$ cat config.mk
export PLATFORM = sky130hd
export DESIGN_NAME = pic_top
export DESIGN_NICKNAME = d
export VERILOG_FILES = /design/src/rtl/pic_pkg.sv /design/src/rtl/pic_sync.sv /design/src/rtl/pic_bank.sv /design/src/rtl/pic_top.sv
export SDC_FILE = /design/constraint.sdc
export NUM_CORES = 2
export LEC_CHECK = 0
export BUFFER_PORTS_ARGS = -buffer_cell sky130_fd_sc_hd__clkbuf_2
export CORE_MARGIN = 5
export CORE_UTILIZATION = 62
export CTS_CLUSTER_DIAMETER = 40
export DETAILED_ROUTE_END_ITERATION = 16
export PLACE_DENSITY_LB_ADDON = 0.15
export SYNTH_ARGS = -nofsm -noshare
export SYNTH_HDL_FRONTEND = slang
export SYNTH_HIERARCHICAL = 1
export SYNTH_SLANG_ARGS = --single-unit
$ cat constraint.sdc
create_clock -name clk_i -period 2.9 [get_ports clk_i]
set_input_delay 0.58 -clock clk_i [delete_from_list [all_inputs] [get_ports clk_i]]
set_output_delay 0.58 -clock clk_i [all_outputs]
set_load 0.01 [all_outputs]
$ cat src/rtl/pic_pkg.sv
package pic_pkg;
  localparam int LINES  = 32;
  localparam int STRIDE = 24;
  localparam int IW     = $clog2(LINES);

  typedef enum logic [2:0] {
    REG_STATUS = 3'd0,
    REG_ENABLE = 3'd1,
    REG_SET    = 3'd2,
    REG_CLEAR  = 3'd3,
    REG_POL    = 3'd4,
    REG_EDGE   = 3'd5
  } reg_e;
endpackage

$ cat src/rtl/pic_sync.sv
module pic_sync #(
  parameter int W = 32
) (
  input  logic         clk_i,
  input  logic         rst_ni,
  input  logic [W-1:0] d_i,
  output logic [W-1:0] q_o
);
  logic [W-1:0] meta_q, sync_q;

  always_ff @(posedge clk_i or negedge rst_ni) begin
    if (!rst_ni) begin
      meta_q <= '0;
      sync_q <= '0;
    end else begin
      meta_q <= d_i;
      sync_q <= meta_q;
    end
  end

  assign q_o = sync_q;
endmodule

$ cat src/rtl/pic_bank.sv
module pic_bank import pic_pkg::*; (
  input  logic             clk_i,
  input  logic             rst_ni,
  input  logic [LINES-1:0] irq_i,
  input  logic             wr_i,
  input  logic [2:0]       word_i,
  input  logic [31:0]      wdata_i,
  output logic [31:0]      rdata_o,
  output logic             cascade_o,
  output logic [IW-1:0]    idx_o
);
  logic [LINES-1:0] en_q, pol_q, edg_q, lat_q, prev_q;
  logic [LINES-1:0] s, ev, lvl, pend, status, set_m, clr_m, lat_d;

  pic_sync #(.W(LINES)) u_sync (
    .clk_i (clk_i),
    .rst_ni(rst_ni),
    .d_i   (irq_i),
    .q_o   (s)
  );

  assign set_m = (wr_i && word_i == REG_SET)   ? wdata_i : '0;
  assign clr_m = (wr_i && word_i == REG_CLEAR) ? wdata_i : '0;

  // edge event: transition toward the polarity level
  assign ev    = edg_q & ((pol_q & s & ~prev_q) | (~pol_q & ~s & prev_q));
  assign lat_d = (lat_q & ~clr_m) | ev | set_m;
  assign lvl   = ~(s ^ pol_q);
  assign pend  = lat_q | (~edg_q & lvl);
  assign status = pend & en_q;

  always_ff @(posedge clk_i or negedge rst_ni) begin
    if (!rst_ni) begin
      en_q   <= '0;
      pol_q  <= '1;
      edg_q  <= '0;
      lat_q  <= '0;
      prev_q <= '0;
    end else begin
      prev_q <= s;
      lat_q  <= lat_d;
      if (wr_i && word_i == REG_ENABLE) en_q  <= wdata_i;
      if (wr_i && word_i == REG_POL)    pol_q <= wdata_i;
      if (wr_i && word_i == REG_EDGE)   edg_q <= wdata_i;
    end
  end

  always_comb begin
    unique case (word_i)
      REG_STATUS: rdata_o = status;
      REG_ENABLE: rdata_o = en_q;
      REG_POL:    rdata_o = pol_q;
      REG_EDGE:   rdata_o = edg_q;
      default:    rdata_o = '0;
    endcase
  end

  // highest set bit wins
  always_comb begin
    idx_o = '0;
    for (int i = 0; i < LINES; i++)
      if (status[i]) idx_o = IW'(i);
  end

  assign cascade_o = |status;

  AST_SET_STICKS: assert property (@(posedge clk_i) disable iff (!rst_ni)
    (wr_i && word_i == REG_SET) |=> ((lat_q & $past(wdata_i)) == $past(wdata_i)));
  AST_CLEAR_DROPS: assert property (@(posedge clk_i) disable iff (!rst_ni)
    (wr_i && word_i == REG_CLEAR) |=> ((lat_q & $past(wdata_i & ~ev)) == '0));
  AST_IDX_HIGHEST: assert property (@(posedge clk_i) disable iff (!rst_ni)
    cascade_o |-> ((status >> idx_o) == 32'd1));
  AST_CASCADE_NEEDS_EN: assert property (@(posedge clk_i) disable iff (!rst_ni)
    cascade_o |-> (en_q != '0));
endmodule

$ cat src/rtl/pic_top.sv
module pic_top import pic_pkg::*; #(
  parameter int NB = 5,
  localparam int AW = $clog2(NB * STRIDE)
) (
  input  logic             clk_i,
  input  logic             rst_ni,
  input  logic [NB*32-1:0] irq_i,
  input  logic             bus_valid_i,
  output logic             bus_ready_o,
  input  logic             bus_write_i,
  input  logic [AW-1:0]    bus_addr_i,
  input  logic [31:0]      bus_wdata_i,
  output logic             bus_rvalid_o,
  output logic [31:0]      bus_rdata_o,
  output logic [NB-1:0]    cascade_o,
  output logic [NB*IW-1:0] top_idx_o
);
  logic [NB-1:0] hit;
  logic [31:0]   bank_rdata [NB];
  logic [31:0]   rd_mux;

  assign bus_ready_o = 1'b1;

  for (genvar b = 0; b < NB; b++) begin : g_bank
    localparam int BASE = b * STRIDE;
    logic [AW-1:0] off;

    assign hit[b] = (bus_addr_i >= AW'(BASE)) && (bus_addr_i < AW'(BASE + STRIDE));
    assign off    = bus_addr_i - AW'(BASE);

    pic_bank u_bank (
      .clk_i    (clk_i),
      .rst_ni   (rst_ni),
      .irq_i    (irq_i[b*LINES +: LINES]),
      .wr_i     (bus_valid_i && bus_write_i && hit[b]),
      .word_i   (off[4:2]),
      .wdata_i  (bus_wdata_i),
      .rdata_o  (bank_rdata[b]),
      .cascade_o(cascade_o[b]),
      .idx_o    (top_idx_o[b*IW +: IW])
    );
  end

  always_comb begin
    rd_mux = '0;
    for (int b = 0; b < NB; b++)
      if (hit[b]) rd_mux = bank_rdata[b];
  end

  always_ff @(posedge clk_i or negedge rst_ni) begin
    if (!rst_ni) begin
      bus_rvalid_o <= 1'b0;
      bus_rdata_o  <= '0;
    end else begin
      bus_rvalid_o <= bus_valid_i && !bus_write_i;
      if (bus_valid_i && !bus_write_i) bus_rdata_o <= rd_mux;
    end
  end

  AST_READ_RESPONDS: assert property (@(posedge clk_i) disable iff (!rst_ni)
    (bus_valid_i && !bus_write_i) |=> bus_rvalid_o);
  AST_NO_STRAY_RVALID: assert property (@(posedge clk_i) disable iff (!rst_ni)
    !(bus_valid_i && !bus_write_i) |=> !bus_rvalid_o);
endmodule

# Word level (Yosys, flattened, before mapping)
# Index checks and enable logic that the tools add are counted.
# W data, S select, Z words.
word_totals:
  reg_bits: 1153
  in_bits: 203
  out_inout_bits: 64
  word_cells: 394
classes:
  add_sub_neg: 4
  magnitude_cmp: 10
  eq_ne: 25
  muxes: 175
  bitwise: 95
  reduce_logical: 48
op_table:
  columns: ["op", "n"]
  rows:
  - ["$and A32 B32 Y32", 40]
  - ["$not A32 Y32", 30]
  - ["$or A32 B32 Y32", 20]
  - ["$pmux W32 S4", 5]
  - ["$mux W32", 15]
  - ["$mux W5", 80]
  - ["$mux W4", 40]
  - ["$reduce_or A32 Y1", 5]
  - ["$xor A32 B32 Y32", 5]
  - ["$mux W3", 20]
  - ["$logic_and A1 B1 Y1", 37]
  - ["$eq A3 B2 Y1 const B", 10]
  - ["$eq A3 B3 Y1 const B", 10]
  - ["$lt A7 B7 Y1 const B", 3]
  - ["$mux W2", 10]
  - ["$eq A3 B1 Y1 const B", 5]
  - ["$logic_not A3 Y1", 5]
  - ["$ge A7 B7 Y1 const B", 2]
  - ["$sub A5 B5 Y5 const B", 2]
  - ["$ge A7 B1 Y1 const B", 1]
  - ["$ge A7 B5 Y1 const B", 1]
  - ["$ge A7 B6 Y1 const B", 1]
  - ["$lt A7 B5 Y1 const B", 1]
  - ["$lt A7 B6 Y1 const B", 1]
  - ["4 further kinds", 8]

# Depth between registers and ports, before layout
depth:
  word_depth: 36
  ltp_mapped: 13
  depth_no_buf: 11

# Modules after synthesis
# The synthesis kept the hierarchy.
by_module_without_submodules:
  columns: ["module", "n_inst", "cells_per_inst", "area_each_um2", "seq_area_each_um2"]
  rows:
  - ["pic_bank", 5, 910, 8882.3, 4043.9]
  - ["pic_sync", 5, 64, 1601.5, 1601.5]
  - ["pic_top", 1, 263, 2721.4, 825.8]

# Least setup slack after synthesis
# OpenSTA, ideal clock, no wires.
synth_path:
  path_kind: "in2reg"
  from: "in bus_addr_i[0]"
  to: "reg g_bank[1].u_bank.en_q[27]"
  setup_ps: 125
  t_arrival_ps: 2902
  required_ps: 2775
  path_slack_ps: -127
  stages: 10
  n_path_buf: 3
  path_cell_list: "nor3_4 and4_4 o21bai_4 buf_6 nor2b_1 nor2b_1 and3b_1 clkbuf_1 clkbuf_1 mux2_2"
synth_via:
  elab_chain_len: 4
  word_cells_on_any_way: 7
  cone_classes: "add/sub (1); order compare (2); eq/ne (1); reduce/logical (3)"
synth_lines:
  columns: ["item", "line", "text"]
  rows:
  - ["from (decl)", "pic_top.sv:11", "input logic [AW-1:0] bus_addr_i,"]
  - ["parallel branches: the longest is 3 deep, another holds $sub A5 B5 Y5", null, null]
  - ["$logic_and A1 B1 Y1 *", "pic_bank.sv:42", "if (wr_i && word_i == REG_ENABLE) en_q <= wdata_i;"]
  - ["to (signal assigned)", "pic_bank.sv:42", null]
  - ["to (decl)", "pic_bank.sv:12", "logic [LINES-1:0] en_q, pol_q, edg_q, lat_q, prev_q;"]
# Mark *: on every way between the ends.
# A chain may end at the register's enable or synchronous reset.

# Worst setup path after layout
layout_path:
  from: "reg g_bank[4].u_bank.pol_q[16]"
  to: "out top_idx_o[20]"
layout_via:
  elab_chain_len: 21
layout_lines:
  columns: ["item", "line", "text"]
  rows:
  - ["from (decl)", "pic_bank.sv:12", null]
  - ["from (signal assigned)", "pic_bank.sv:43", "if (wr_i && word_i == REG_POL) pol_q <= wdata_i;"]
  - ["$xor A32 B32 Y32", "pic_bank.sv:28", "assign lvl = ~(s ^ pol_q);"]
  - ["$not A32 Y32", "pic_bank.sv:28", null]
  - ["$and A32 B32 Y32", "pic_bank.sv:29", "assign pend = lat_q | (~edg_q & lvl);"]
  - ["$or A32 B32 Y32", "pic_bank.sv:29", null]
  - ["$and A32 B32 Y32", "pic_bank.sv:30", "assign status = pend & en_q;"]
  - ["$mux W5 (16 in a row)", "pic_bank.sv:62", "if (status[i]) idx_o = IW'(i);"]
  - ["to (decl)", "pic_top.sv:16", "output logic [NB*IW-1:0] top_idx_o"]
# Every way passes these cells.

==> reports/qor.csv <==
metric;value;unit
Initial DRT Pass Iterations;10;
DR WL/cell;24.57;um
Pwr Total;0.05589;W
CP required;2.32;ns
DP Area;60830;um^2
gr ovfl total;0;
Synth Register Bits;1153;
Synth cell types;72;
ys async rst share;1.000;
full die area;95000;um^2
PD cells;781.3;nW/um^2
final hold vios;0;
total length of routed wires;180.1;mm
Seq/Total Area, Yosys;0.5269;
detailed-route via count;45190;
fin crit share;1.295;
Hold Crit Class;reg2reg;
synth warn;6;
area share of the largest cell type after synthesis;0.4506;
H-Tree Depth;4;
largest cells by area after synthesis;dfrtp_1 45%, mux2_2 9.4%, dfstp_2 7.6%;
Row Count;109;
CTS Root Cell;clkbuf_16;
vias per cell;6.163;
# fillers;5005;
worst setup path startpoint;g_bank[4].u_bank/pol_q[16];
P&R area growth vs syn;29.72;%
Routed Antenna Nets;0;
Max Slew Vio Count;0;
multi-input combinational cell area;25830;um^2
Finished Cell Area;71530;um^2
Setup WS post-layout;-0.8569;ns
Leak;32.80;nW
critical path class;reg2out;
Placed Cells;6757;
CTS max path bufs;3;
pin slew with the least headroom to its limit;1.065;ns
I/O pins;267;
Synth area leader;dfrtp_1;
CTS Buf Count;157;
Die H;308.2;um
CTS tree;done;
crit end category;output pin;
first-pass GRT wire length;270.0;mm
Period minus WS final;3.757;ns
share of layout cells above drive strength 1;0.3658;
Critical Path AT;3.18;ns
max_cap viols;0;
clock skew;0.03239;ns
gpl congestion;0.9463;
Sink Count;1153;
Starting Density;0.6239;
Peak Freq;266.2;MHz
post-synthesis mux area share;0.09394;
ys flop type;dfrtp_1;
Post-Synth Adder-Cell Area;0.07352;
Net count, final;6555;
top post-synthesis cells by count;993 x dfrtp_1, 613 x nand2_1, 517 x o21ai_0;
# DRC;0;
first-iteration detailed-routing DRC count;5428;
HP Start;g_bank[2].u_bank/u_sync/meta_q[2];
failing checks;setup timing;
pre-CTS WS;-0.1802;ns
post-detail-place hpwl;112.2;mm
Synth Area in XOR/XNOR;0;
Crit Path Max Fanout;3;
count leader, synth;dfrtp_1;
vias in the first global route;45610;
antenna violations before repair;11;
die width;308.2;um
clk slew on worst S/H paths;0.06;ns
final setup fails;30;
Rel. slew slack;0.2898;
Clock Latency Late Sink;0.76;ns
IO Port Bufs;265;
Avg Inst Size Synth;10.74;um^2
area of the core;88370;um^2
mapped cell area;55140;um^2
startpoint types;register;
RSZ-0062 raised after global routing;yes;
Synth Area in Compound Gates;0.1664;
Post-Syn Instances;5133;
number of synthesized flops with an enable pin;0;
area share of and/or/nand/nor cells after synthesis;0.08648;
Layout Cells excl Fill;7332;
status;finished with violations;
largest family of logic cells by synthesized area;compound AO/OA/AOI/OAI gates;
final core occ;0.8094;
Peak VDD IR;0.0007975;V
reg2reg start;g_bank[0].u_bank/pol_q[11];
register area;29060;um^2
GRT Total Usage;0.3710;
syn_nets;5660;
largest net degree at the start of global routing;91;
[through the flow]
step | setup TNS, ns | hold slack [ns]
6_report | -18.08 | 0.3394
5_1_grt | -19.70 | 0.3112
2_1_floorplan | -0.9666 | 0.2844
4_1_cts | -17.63 | 0.2726
3_3_place_gp | -0.7423 | 0.3315
3_5_place_dp | -3.385 | 0.3347
[metal layers]
metal  GRT usage  wire, um  up-vias
li1            -         -    19750
met2      0.5782     82260     2334
met3     0.08041     17440      573
met5           0        34        -
met4      0.1905     11350        4
met1      0.4955     69030    22520
[critical path, stage by stage (launching register included)]
cell	delay [ns]
dfstp_2	0.54
inv_2	0.06
ha_4	0.27
o21bai_4	0.07
buf_6	0.14
a222oi_1	0.44
o221a_2	0.33
o31ai_4	0.08
a221oi_2	0.31
buf_2	0.20
[logic make-up after synthesis]
logic type | Yosys count
other | 1
adder cells (fa/ha/maj) | 324
buffers and inverters | 742
AND/OR/NAND/NOR | 1138
multiplexers | 460
flip-flops | 1153
AO/OA/AOI/OAI | 1315
[cell usage in the layout, fill, tap and decap left out, types with 46 or more instances in the layout]
| cell type | count |
|---|---|
| a21oi_1 | 182 |
| a222oi_1 | 179 |
| a22oi_2 | 46 |
| buf_12 | 50 |
| buf_4 | 471 |
| buf_6 | 49 |
| clkbuf_16 | 161 |
| clkbuf_2 | 234 |
| dfrtp_1 | 986 |
| dfstp_2 | 160 |
| dlygate4sd3_1 | 161 |
| ha_1 | 234 |
| ha_4 | 89 |
| inv_1 | 409 |
| inv_2 | 91 |
| mux2_2 | 460 |
| nand2_1 | 604 |
| nor2_1 | 372 |
| o21ai_0 | 510 |
| o21bai_1 | 47 |
| o21bai_2 | 61 |
| o21bai_4 | 58 |
[worst paths after layout]
path / end / slack (ns) / cells past startpoint
worst min register to register: g_bank[2].u_bank/u_sync/q_o[2] / 0.34 / 0
max in group asynchronous: g_bank[1].u_bank/lat_q[19] / 1.44 / 3
min in group asynchronous: g_bank[4].u_bank/u_sync/meta_q[25] / 0.35 / 2
worst min-delay path: g_bank[2].u_bank/u_sync/q_o[2] / 0.34 / 0
worst max-delay path: top_idx_o[20] / -0.86 / 9
worst max register to register: bus_rdata_o[11] / 0.14 / 10
[registers in the layout, summed over array words and instances (netlist names)]
signal and count:
bus_rdata_o 32, bus_rvalid_o 1, g_bank.u_bank/edg_q 160, g_bank.u_bank/en_q 160, g_bank.u_bank/lat_q 160, g_bank.u_bank/pol_q 160, g_bank.u_bank/prev_q 160, g_bank.u_bank/u_sync/meta_q 160
g_bank.u_bank/u_sync/q_o 160
[cell type report]
cell class | instances | area share
clock buffer | 189 | 0.05919
sequential | 1153 | 0.4063
inverter | 504 | 0.02659
antenna | 6 | 0.0002099
multi-input combinational | 3238 | 0.3612
tap | 1165 | 0.02038
timing repair buffer | 974 | 0.1112
clock inverter | 103 | 0.01490
[where the power goes]
group / switching [W] / leakage, nW / internal [W] / total (W)
logic: 0.00764 / 16.6 / 0.00790 / 0.0155
registers: 0.00205 / 13.7 / 0.0190 / 0.0210
clock network: 0.00779 / 2.54 / 0.0115 / 0.0193
[timing repair]
item | CTS | global route
cloned | 0 | 0
resized for setup | 404 | 156
endpoints found under the setup margin | 30 | 30
setup buffers | 101 | 40
endpoints found under the hold margin | 198 | 0
pin swaps | 260 | 141
hold buffers | 161 | 0
Power figures use the tool's default switching activity.
